--- config.mk ---
export PLATFORM = sky130hd
export DESIGN_NAME = usb_rx_bd_engine
export DESIGN_NICKNAME = d
export VERILOG_FILES = /design/src/rtl/usb_rx_pkg.sv /design/src/rtl/usb_rx_bd_mem.sv /design/src/rtl/usb_rx_sof.sv /design/src/rtl/usb_rx_bd_engine.sv
export SDC_FILE = /design/constraint.sdc
export NUM_CORES = 1
export LEC_CHECK = 0
export BUFFER_PORTS_ARGS = -buffer_cell sky130_fd_sc_hd__buf_4
export CAP_MARGIN = 30
export CORE_MARGIN = 2
export CORE_UTILIZATION = 60
export CTS_BUF_LIST = sky130_fd_sc_hd__clkbuf_16
export CTS_CLUSTER_DIAMETER = 50
export DETAILED_ROUTE_END_ITERATION = 8
export PLACE_DENSITY = 0.81
export SLEW_MARGIN = 0
export SYNTH_ARGS = -nofsm -noshare
export SYNTH_HDL_FRONTEND = slang
export SYNTH_HIERARCHICAL = 1
export SYNTH_SLANG_ARGS = --single-unit
--- constraint.sdc ---
create_clock -name clk -period 5.4 [get_ports clk]
set_input_delay 1.08 -clock clk [delete_from_list [all_inputs] [get_ports clk]]
set_output_delay 1.08 -clock clk [all_outputs]
set_load 0.01 [all_outputs]
--- src/rtl/usb_rx_pkg.sv ---
package usb_rx_pkg;
    parameter int unsigned ADDR_W  = 12;
    parameter int unsigned LEN_W   = 12;
    parameter int unsigned FRAME_W = 11;

    // Receive buffer descriptor, most significant field first.
    typedef struct packed {
        logic              empty;
        logic              wrap;
        logic              irq_en;
        logic              last;
        logic              crc_err;
        logic              stf_err;
        logic [LEN_W-1:0]  len;
        logic [ADDR_W-1:0] ptr;
    } bd_t;

    typedef enum logic [1:0] {
        TOK_OUT   = 2'd0,
        TOK_SETUP = 2'd1,
        TOK_SOF   = 2'd2,
        TOK_OTHER = 2'd3
    } tok_e;

    typedef enum logic [2:0] {
        S_IDLE, S_FETCH, S_FILL, S_SPILL, S_FULL, S_CLOSE, S_DROP
    } rx_state_e;
endpackage

--- src/rtl/usb_rx_bd_mem.sv ---
module usb_rx_bd_mem #(
    parameter int unsigned DEPTH = 16,
    parameter int unsigned WIDTH = 30,
    localparam int unsigned IW   = $clog2(DEPTH)
) (
    input  logic             clk,
    input  logic             rst_n,
    input  logic             ld_en,
    input  logic [IW-1:0]    ld_idx,
    input  logic [WIDTH-1:0] ld_data,
    input  logic             up_en,
    input  logic [IW-1:0]    up_idx,
    input  logic [WIDTH-1:0] up_data,
    input  logic [IW-1:0]    ra_idx,
    output logic [WIDTH-1:0] ra_data,
    input  logic [IW-1:0]    rb_idx,
    output logic [WIDTH-1:0] rb_data
);
    logic [WIDTH-1:0] table_q [DEPTH];

    // Engine updates win over external loads in the same cycle.
    always_ff @(posedge clk) begin
        if (!rst_n) begin
            for (int i = 0; i < DEPTH; i++) table_q[i] <= '0;
        end else if (up_en) begin
            table_q[up_idx] <= up_data;
        end else if (ld_en) begin
            table_q[ld_idx] <= ld_data;
        end
    end

    assign ra_data = table_q[ra_idx];
    assign rb_data = table_q[rb_idx];
endmodule

--- src/rtl/usb_rx_sof.sv ---
module usb_rx_sof #(
    parameter int unsigned FW = 11
) (
    input  logic          clk,
    input  logic          rst_n,
    input  logic          sof_seen,
    input  logic [FW-1:0] frame_in,
    input  logic          irq_en,
    output logic [FW-1:0] frame_q,
    output logic          irq_q
);
    always_ff @(posedge clk) begin
        if (!rst_n) begin
            frame_q <= '0;
            irq_q   <= 1'b0;
        end else begin
            irq_q <= sof_seen && irq_en;
            if (sof_seen) frame_q <= frame_in;
        end
    end

    assert_sof_masked_R10: assert property (@(posedge clk) disable iff (!rst_n)
        irq_q |-> $past(sof_seen && irq_en));
    assert_frame_hold_R10: assert property (@(posedge clk) disable iff (!rst_n)
        $past(rst_n) && !$past(sof_seen) |-> $stable(frame_q));
endmodule

--- src/rtl/usb_rx_bd_engine.sv ---
module usb_rx_bd_engine
    import usb_rx_pkg::*;
#(
    parameter int unsigned NUM_EP    = 4,
    parameter int unsigned BD_PER_EP = 4,
    localparam int unsigned EP_W   = $clog2(NUM_EP),
    localparam int unsigned SLOT_W = $clog2(BD_PER_EP),
    localparam int unsigned IDX_W  = $clog2(NUM_EP * BD_PER_EP),
    localparam int unsigned BD_W   = $bits(bd_t)
) (
    input  logic               clk,
    input  logic               rst_n,
    input  logic               tok_valid,
    input  logic [1:0]         tok_kind,
    input  logic [EP_W-1:0]    tok_ep,
    input  logic [FRAME_W-1:0] tok_frame,
    input  logic               rx_valid,
    input  logic [7:0]         rx_data,
    input  logic               rx_eop,
    input  logic               rx_crc_err,
    input  logic               rx_stuff_err,
    input  logic [NUM_EP-1:0]  ctrl_ep_mask,
    input  logic [LEN_W-1:0]   max_buf_len,
    input  logic               sof_irq_en,
    input  logic               bd_ld_en,
    input  logic [IDX_W-1:0]   bd_ld_idx,
    input  logic [BD_W-1:0]    bd_ld_data,
    input  logic [IDX_W-1:0]   bd_rd_idx,
    output logic [BD_W-1:0]    bd_rd_data,
    output logic               buf_we,
    output logic [ADDR_W-1:0]  buf_addr,
    output logic [7:0]         buf_wdata,
    output logic               rx_irq,
    output logic               ack_req,
    output logic               rx_busy,
    output logic               sof_irq,
    output logic [FRAME_W-1:0] frame_num
);
    rx_state_e         state_q, state_d;
    tok_e              kind;
    logic [SLOT_W-1:0] slot_q [NUM_EP];
    logic [SLOT_W-1:0] next_slot;
    logic [EP_W-1:0]   ep_q;
    bd_t               cur_q, fetch_bd, upd_bd;
    logic [BD_W-1:0]   fetch_raw;
    logic [IDX_W-1:0]  cur_idx;
    logic [ADDR_W-1:0] ptr_q;
    logic [LEN_W-1:0]  cnt_q;
    logic [7:0]        held_q;
    logic              held_v_q, full_q, crc_q, stf_q, upd_en;

    assign kind      = tok_e'(tok_kind);
    assign fetch_bd  = bd_t'(fetch_raw);
    assign cur_idx   = IDX_W'(int'(ep_q) * BD_PER_EP + int'(slot_q[ep_q]));
    assign next_slot = (cur_q.wrap || slot_q[ep_q] == SLOT_W'(BD_PER_EP - 1))
                       ? '0 : slot_q[ep_q] + SLOT_W'(1);

    usb_rx_bd_mem #(.DEPTH(NUM_EP * BD_PER_EP), .WIDTH(BD_W)) bd_mem_i (
        .clk(clk), .rst_n(rst_n),
        .ld_en(bd_ld_en), .ld_idx(bd_ld_idx), .ld_data(bd_ld_data),
        .up_en(upd_en), .up_idx(cur_idx), .up_data(upd_bd),
        .ra_idx(cur_idx), .ra_data(fetch_raw),
        .rb_idx(bd_rd_idx), .rb_data(bd_rd_data)
    );

    usb_rx_sof #(.FW(FRAME_W)) sof_i (
        .clk(clk), .rst_n(rst_n),
        .sof_seen(tok_valid && kind == TOK_SOF), .frame_in(tok_frame),
        .irq_en(sof_irq_en), .frame_q(frame_num), .irq_q(sof_irq)
    );

    // State register and datapath registers.
    always_ff @(posedge clk) begin
        if (!rst_n) begin
            state_q  <= S_IDLE;
            ep_q     <= '0;
            cur_q    <= '0;
            ptr_q    <= '0;
            cnt_q    <= '0;
            held_q   <= '0;
            held_v_q <= 1'b0;
            full_q   <= 1'b0;
            crc_q    <= 1'b0;
            stf_q    <= 1'b0;
            for (int e = 0; e < NUM_EP; e++) slot_q[e] <= '0;
        end else begin
            state_q <= state_d;
            unique case (state_q)
                S_IDLE: if (tok_valid) begin
                    ep_q     <= tok_ep;
                    held_v_q <= 1'b0;
                    full_q   <= 1'b0;
                    crc_q    <= 1'b0;
                    stf_q    <= 1'b0;
                end
                S_FETCH: if (fetch_bd.empty) begin
                    cur_q    <= fetch_bd;
                    ptr_q    <= fetch_bd.ptr + ADDR_W'(held_v_q);
                    cnt_q    <= max_buf_len - LEN_W'(held_v_q);
                    full_q   <= 1'b0;
                    held_v_q <= 1'b0;
                end
                S_FILL: if (rx_valid) begin
                    ptr_q <= ptr_q + ADDR_W'(1);
                    cnt_q <= cnt_q - LEN_W'(1);
                end else if (rx_eop) begin
                    crc_q <= rx_crc_err;
                    stf_q <= rx_stuff_err;
                end
                S_SPILL: full_q <= 1'b1;
                S_FULL: if (rx_valid) begin
                    held_q       <= rx_data;
                    held_v_q     <= 1'b1;
                    slot_q[ep_q] <= next_slot;
                end else if (rx_eop) begin
                    crc_q <= rx_crc_err;
                    stf_q <= rx_stuff_err;
                end
                S_CLOSE: slot_q[ep_q] <= next_slot;
                S_DROP: ;
                default: ;
            endcase
        end
    end

    // Next state and outputs.
    always_comb begin
        state_d   = state_q;
        buf_we    = 1'b0;
        buf_addr  = ptr_q;
        buf_wdata = rx_data;
        upd_en    = 1'b0;
        upd_bd    = cur_q;
        rx_irq    = 1'b0;
        ack_req   = 1'b0;
        rx_busy   = 1'b0;
        unique case (state_q)
            S_IDLE: if (tok_valid && (kind == TOK_OUT || kind == TOK_SETUP)) begin
                if (kind == TOK_SETUP && !ctrl_ep_mask[tok_ep]) state_d = S_DROP;
                else                                             state_d = S_FETCH;
            end
            S_FETCH: if (fetch_bd.empty) begin
                state_d = S_FILL;
                if (held_v_q) begin
                    buf_we    = 1'b1;
                    buf_addr  = fetch_bd.ptr;
                    buf_wdata = held_q;
                    if (max_buf_len == LEN_W'(1)) state_d = S_SPILL;
                end
            end else begin
                rx_busy = 1'b1;
                state_d = S_DROP;
            end
            S_FILL: if (rx_valid) begin
                buf_we = 1'b1;
                if (cnt_q == LEN_W'(1)) state_d = S_SPILL;
            end else if (rx_eop) begin
                state_d = S_CLOSE;
            end
            S_SPILL: begin
                upd_en       = 1'b1;
                upd_bd.empty = 1'b0;
                upd_bd.len   = max_buf_len;
                rx_irq       = cur_q.irq_en;
                state_d      = S_FULL;
            end
            S_FULL: if (rx_valid)    state_d = S_FETCH;
                    else if (rx_eop) state_d = S_CLOSE;
            S_CLOSE: begin
                upd_en         = 1'b1;
                upd_bd.empty   = 1'b0;
                upd_bd.last    = 1'b1;
                upd_bd.crc_err = crc_q;
                upd_bd.stf_err = stf_q;
                upd_bd.len     = max_buf_len - cnt_q;
                rx_irq         = cur_q.irq_en && !full_q;
                ack_req        = !crc_q && !stf_q;
                state_d        = S_IDLE;
            end
            S_DROP: if (rx_eop) state_d = S_IDLE;
            default: state_d = S_IDLE;
        endcase
    end

    assert_setup_gate_R1: assert property (@(posedge clk) disable iff (!rst_n)
        (state_q == S_IDLE && tok_valid && kind == TOK_SETUP && !ctrl_ep_mask[tok_ep])
        |=> (state_q == S_DROP));
    assert_store_needs_empty_R2: assert property (@(posedge clk) disable iff (!rst_n)
        (buf_we && state_q == S_FETCH) |-> fetch_bd.empty);
    assert_ptr_step_R3: assert property (@(posedge clk) disable iff (!rst_n)
        (state_q == S_FILL && $past(state_q == S_FILL) && $past(buf_we))
        |-> ptr_q == $past(ptr_q) + ADDR_W'(1));
    assert_cnt_step_R3: assert property (@(posedge clk) disable iff (!rst_n)
        (state_q == S_FILL && $past(state_q == S_FILL) && $past(buf_we))
        |-> cnt_q == $past(cnt_q) - LEN_W'(1));
    assert_cnt_live_R3: assert property (@(posedge clk) disable iff (!rst_n)
        (state_q == S_FILL) |-> (cnt_q != '0));
    assert_ack_pulse_R6: assert property (@(posedge clk) disable iff (!rst_n)
        ack_req |=> !ack_req);
    assert_busy_drops_R8: assert property (@(posedge clk) disable iff (!rst_n)
        rx_busy |=> (state_q == S_DROP));
endmodule

Word-level counts from Yosys, hierarchy flattened
Memory sizes are Yosys's and may differ from the RTL's. A register that Yosys moved wholly into a read port is not among the register bits.
Cells that the tools add are included.
{"block": "word_totals", "register_bits": 83, "mem_bits_rw": 488, "inputBits": 86, "output_inout_bits": 66, "word_cells": 156, "memories": 2}
{"block": "classes", "n_addsub": 7, "order_cmp": 1, "n_eq_ne": 20, "muxes": 75, "n_bitwise": 1, "reduce_logical": 31}
{"memory": "bd_mem_i.table_q", "words": 16, "word_bits": 30, "rd": 2, "rd_clocked_by_memory_dff": 0, "wr": 16, "line": "usb_rx_bd_mem.sv:19", "source": "logic [WIDTH-1:0] table_q [DEPTH];"}
{"memory": "slot_q", "words": 4, "word_bits": 2, "rd": 1, "rd_clocked_by_memory_dff": 1, "wr": 4, "line": "usb_rx_bd_engine.sv:41", "source": "logic [SLOT_W-1:0] slot_q [NUM_EP];"}
{"operator": "$mux 12", "n": 7}
{"operator": "$pmux 12 s2", "n": 3}
{"operator": "$mux 30", "n": 2}
{"operator": "$reduce_or 30->1", "n": 2}
{"operator": "$mux 1", "n": 35}
{"operator": "$mux 3", "n": 9}
{"operator": "$eq 12x1->1 const B", "n": 2}
{"operator": "$mux 8", "n": 3}
{"operator": "$pmux 3 s6", "n": 1}
{"operator": "$add 12x1->12", "n": 1}
{"operator": "$add 12x1->12 const B", "n": 1}
{"operator": "$mux 2", "n": 6}
{"operator": "$ne 2x2->1 const B", "n": 6}
{"operator": "$sub 12x1->12", "n": 1}
{"operator": "$sub 12x1->12 const B", "n": 1}
{"operator": "$sub 12x12->12", "n": 1}
{"operator": "$eq 3x3->1 const B", "n": 3}
{"operator": "$reduce_and 3->1", "n": 3}
{"operator": "$mux 4", "n": 2}
{"operator": "$pmux 1 s2", "n": 4}
{"operator": "$reduce_and 4->1", "n": 2}
{"operator": "$eq 3x2->1 const B", "n": 2}
{"operator": "$logic_and 1x1->1", "n": 6}
{"operator": "$pmux 1 s3", "n": 2}
{"operator": "other kinds (18)", "n": 30}

Longest topological paths before layout
{"block": "depth", "word_depth": 9, "ltp_mapped": 14}

Cells and area by module
Netlist, hierarchy kept.
{"mod": "usb_rx_bd_mem", "instances": 1, "cells_each": 1653, "area_each_um2": 24698.7, "seq_area_each_um2": 14413.8}
{"mod": "usb_rx_bd_engine", "instances": 1, "cells_each": 681, "area_each_um2": 5315.1, "seq_area_each_um2": 1701.6}
{"mod": "usb_rx_sof", "instances": 1, "cells_each": 37, "area_each_um2": 441.7, "seq_area_each_um2": 240.2}

Worst setup path before layout
OpenSTA, ideal clock, no wires.
{"block": "synth_timing", "kind": "flip-flop to flip-flop", "startpoint": "register state_q[2]", "endpoint": "memory bd_mem_i.table_q[12][0] (enable)", "arrival_ps": 4375, "required_time_ps": 4941, "path_slack_ps": 566, "path_stages_with_launch": 13, "cell_sequence": "dfxtp_1 -> buf_2 -> nor2b_1 -> and2_1 -> clkbuf_1 -> nor2_1 -> clkbuf_1 -> inv_1 -> nand3b_4 -> buf_6 -> mux2_2 -> nand2_1 -> o21ai_0"}
{"item": "from (decl)", "line": "usb_rx_bd_engine.sv:39", "source": "rx_state_e state_q, state_d;"}
{"item": "from (signal assigned)", "line": "usb_rx_bd_engine.sv:87", "source": "state_q <= state_d;"}
{"item": "to (decl)", "line": "usb_rx_bd_mem.sv:19"}

==> metrics <==
Async SR Flop Fraction 0%; Slew headroom 22.1%; clock latency on the worst-skew pair 0.67 ns; Peak Freq 0.208 GHz; reg2reg start state_q[2]; cell area after synthesis 0.0305 mm²; vias 23385; Placed Cells 3053; CTS root buffer clkbuf_16; die width 229 µm; mux cell area share after synthesis 20.8%; skew final 0.0331 ns; crit-path max FO 22; Synth Area in Adders 0.846%; drt wl/cell 30.6 µm; NumNets Final 2551; largest family of logic cells by synthesized area multiplexers; Reg power frac 41.1%; setup bufs post-CTS 0; ys flop type edfxtp_1; share of layout cells above drive strength 1 26.1%; status finished clean; worst hold start cur_q[16]; row count 82; # clock sinks 573; Yosys cell types 66; Starting Density 60.7%; Logic pwr share 27.3%; TritonCTS clock tree built; Pint 8.63 mW; reg2reg path depth 10; fin. max-slew vios 0; clock slew at reported path FFs 0.06 ns; hold path cells 2; drt drc 0; CTS H-tree depth 2; post-synthesis cell count 2371; Clock Tree Buf Depth 3; post-synth net total 2477; CP startpoint kind flop; register bit count reported by yosys 573; Worst-Margin Slew 1.17 ns; Routed WL 97.0 mm; HP Class reg -> reg; routability cong. 0.887; input/output buffers 151; drt initial violations 3823; Ys Warns 6; Critical Path AT 3.73 ns; Cell Pwr Density 376 mW/mm²; Leakage 11.8 nW; hold_buf cts 0; CP endpoint kind output port; switching share of total power 33.2%; commonest cells after routing, fill and taps aside 488 x edfxtp_1, 293 x nor2_1, 252 x nor3_1; Worst VDD drop 0.263 mV; non-filler cells, final 3166; Core ar. 0.0502 mm²; number of detailed-route iterations in the first pass 6; synth-to-layout area growth 12.9%; most common cell after layout, fill and taps aside edfxtp_1; unrepaired setup endpoints after global routing false; post-DP HPWL 58.7 mm; GRT overflow 0; net switching power 4.29 mW; Final Hold Vio Count 0; data required time of the critical path 4.32 ns; clock share of power 31.6%; largest net degree at the start of global routing 84; vias in the first global route 23721; Max-Cap Viols 0; post-cts sizing count 0; Post-Synth Simple-Gate Area 13.0%; Compound-Gate Fraction of Synth Area 7.14%; die area 0.0526 mm²; min Tclk post-route 4.81 ns; gr usage total 36.8%; fin crit share 89.1%; Final ANT Viol Nets 0; Die Y 229 µm; num ports 152; first-pass GRT wire length 143 mm; post-synthesis xor/xnor area fraction 0.690%; register area share after synthesis 53.7%; Via density 7.39; setup tns final 0 ns; Post-synth EDFFs 488; cts bufs inserted 59; Syn Area/Cell 12.8 µm²; Final setup viols 0; initial antenna violation count 1; critical path class reg -> out
critical path: stages (launching register included):
cell	delay [ns]
dfxtp_1	0.38
mux4_4	0.75
mux4_2	0.46
a22oi_1	0.20
nand2_1	0.14
nand2_1	0.15
nor3_2	0.06
nand2_1	0.09
buf_4	0.30
mux2_2	0.39
buf_4	0.15
registers in the layout (all words and copies together), names as in the netlist, named ones only:
register          flops
full_q                1
held_q                8
cnt_q                12
state_q               3
bd_mem_i/table_q    480
sof_i/irq_q           1
slot_q                8
stf_q                 1
ptr_q                12
held_v_q              1
cur_q                30
ep_q                  2
crc_q                 1
sof_i/frame_q        11
power groups by stage:
stage                     registers, mW  logic [mW]  clock network (mW)
after floorplan                    5.28        2.29                   0
after global placement             5.35        3.22                   0
after detailed placement           5.38        3.35                   0
after CTS                          5.29        3.38                4.05
after global routing               5.33        3.68                4.19
final                              5.31        3.53                4.09
per-stage QoR:
step	hold slack (ns)	power [mW]	utilization [%]	setup slack (ns)	cell area [µm²]
2_1_floorplan	0.432	7.57	-	0.566	30500
3_3_place_gp	0.444	8.57	64.1	1.29	32200
3_5_place_dp	0.449	8.73	64.6	1.25	32400
4_1_cts	0.463	12.7	68.4	0.535	34300
5_1_grt	0.486	13.2	68.5	0.354	34400
6_report	0.469	12.9	68.5	0.586	34400
routing by layer:
layer	GRT usage, %	up-vias	routed length, µm
met3	11.9	470	15000
met2	56.5	2298	44100
met5	0	-	0
met4	21.6	0	6400
met1	46.1	11315	31500
li1	-	9302	-
Yosys cell counts (all sizes together) (3+ instances only):
cell type / number / area share [%]
mux4: 243 / 18
edfxtp: 488 / 48
ha: 19 / 0.78
mux2: 23 / 0.86
a221oi: 4 / 0.12
a21oi: 33 / 0.54
nand3b: 5 / 0.16
buf: 129 / 2.3
nand2b: 14 / 0.29
a22oi: 131 / 3.2
clkbuf: 97 / 1.2
o21a: 9 / 0.22
nor2: 296 / 3.6
xor2: 13 / 0.37
o22ai: 6 / 0.12
o211a: 3 / 0.099
o211ai: 3 / 0.074
and2: 10 / 0.21
nand2: 199 / 2.5
nand3: 16 / 0.26
o221a: 3 / 0.11
dfxtp: 85 / 5.6
nor3: 253 / 4.2
nand4: 14 / 0.29
nor2b: 32 / 0.66
o21ai: 50 / 0.82
inv: 21 / 0.26
nor3b: 7 / 0.17
mux2i: 50 / 2.0
a21boi: 43 / 1.1
xnor2: 11 / 0.32
or3: 4 / 0.082
a21o: 7 / 0.17
nor4: 7 / 0.14
and3: 11 / 0.23
a31oi: 6 / 0.12
final timing paths:
kind                                   to  slack, ns
setup reg to reg  bd_mem_i/table_q[14][3]       1.08
setup / recovery             buf_addr[10]       0.59
hold / removal                  cur_q[16]       0.47
hold reg to reg                 cur_q[16]       0.47
cells by family (layout without fill, tap and decap cells):
| family | Yosys count | count (layout) |
|---|---|---|
| DFF | 573 | 573 |
| AOI/OAI and AO/OA | 314 | 314 |
| adders and majority gates | 20 | 20 |
| muxes | 316 | 316 |
| other | 0 | 2 |
| xor gates and xnor gates | 24 | 24 |
| and+or+nand+nor | 877 | 877 |
| buffers and inverters | 247 | 368 |
area by class of cell:
| cell class | count | area, µm² |
|---|---|---|
| flip-flops and latches | 573 | 16400 |
| fillers | 3238 | 15800 |
| multi-input cells | 1551 | 13100 |
| repair buffers | 239 | 2100 |
| clock buffers | 59 | 1480 |
| well taps | 672 | 841 |
| clock inverters | 49 | 408 |
| inverters | 21 | 78.8 |
| diodes | 2 | 5.00 |
(Power assumes the default switching activity.)
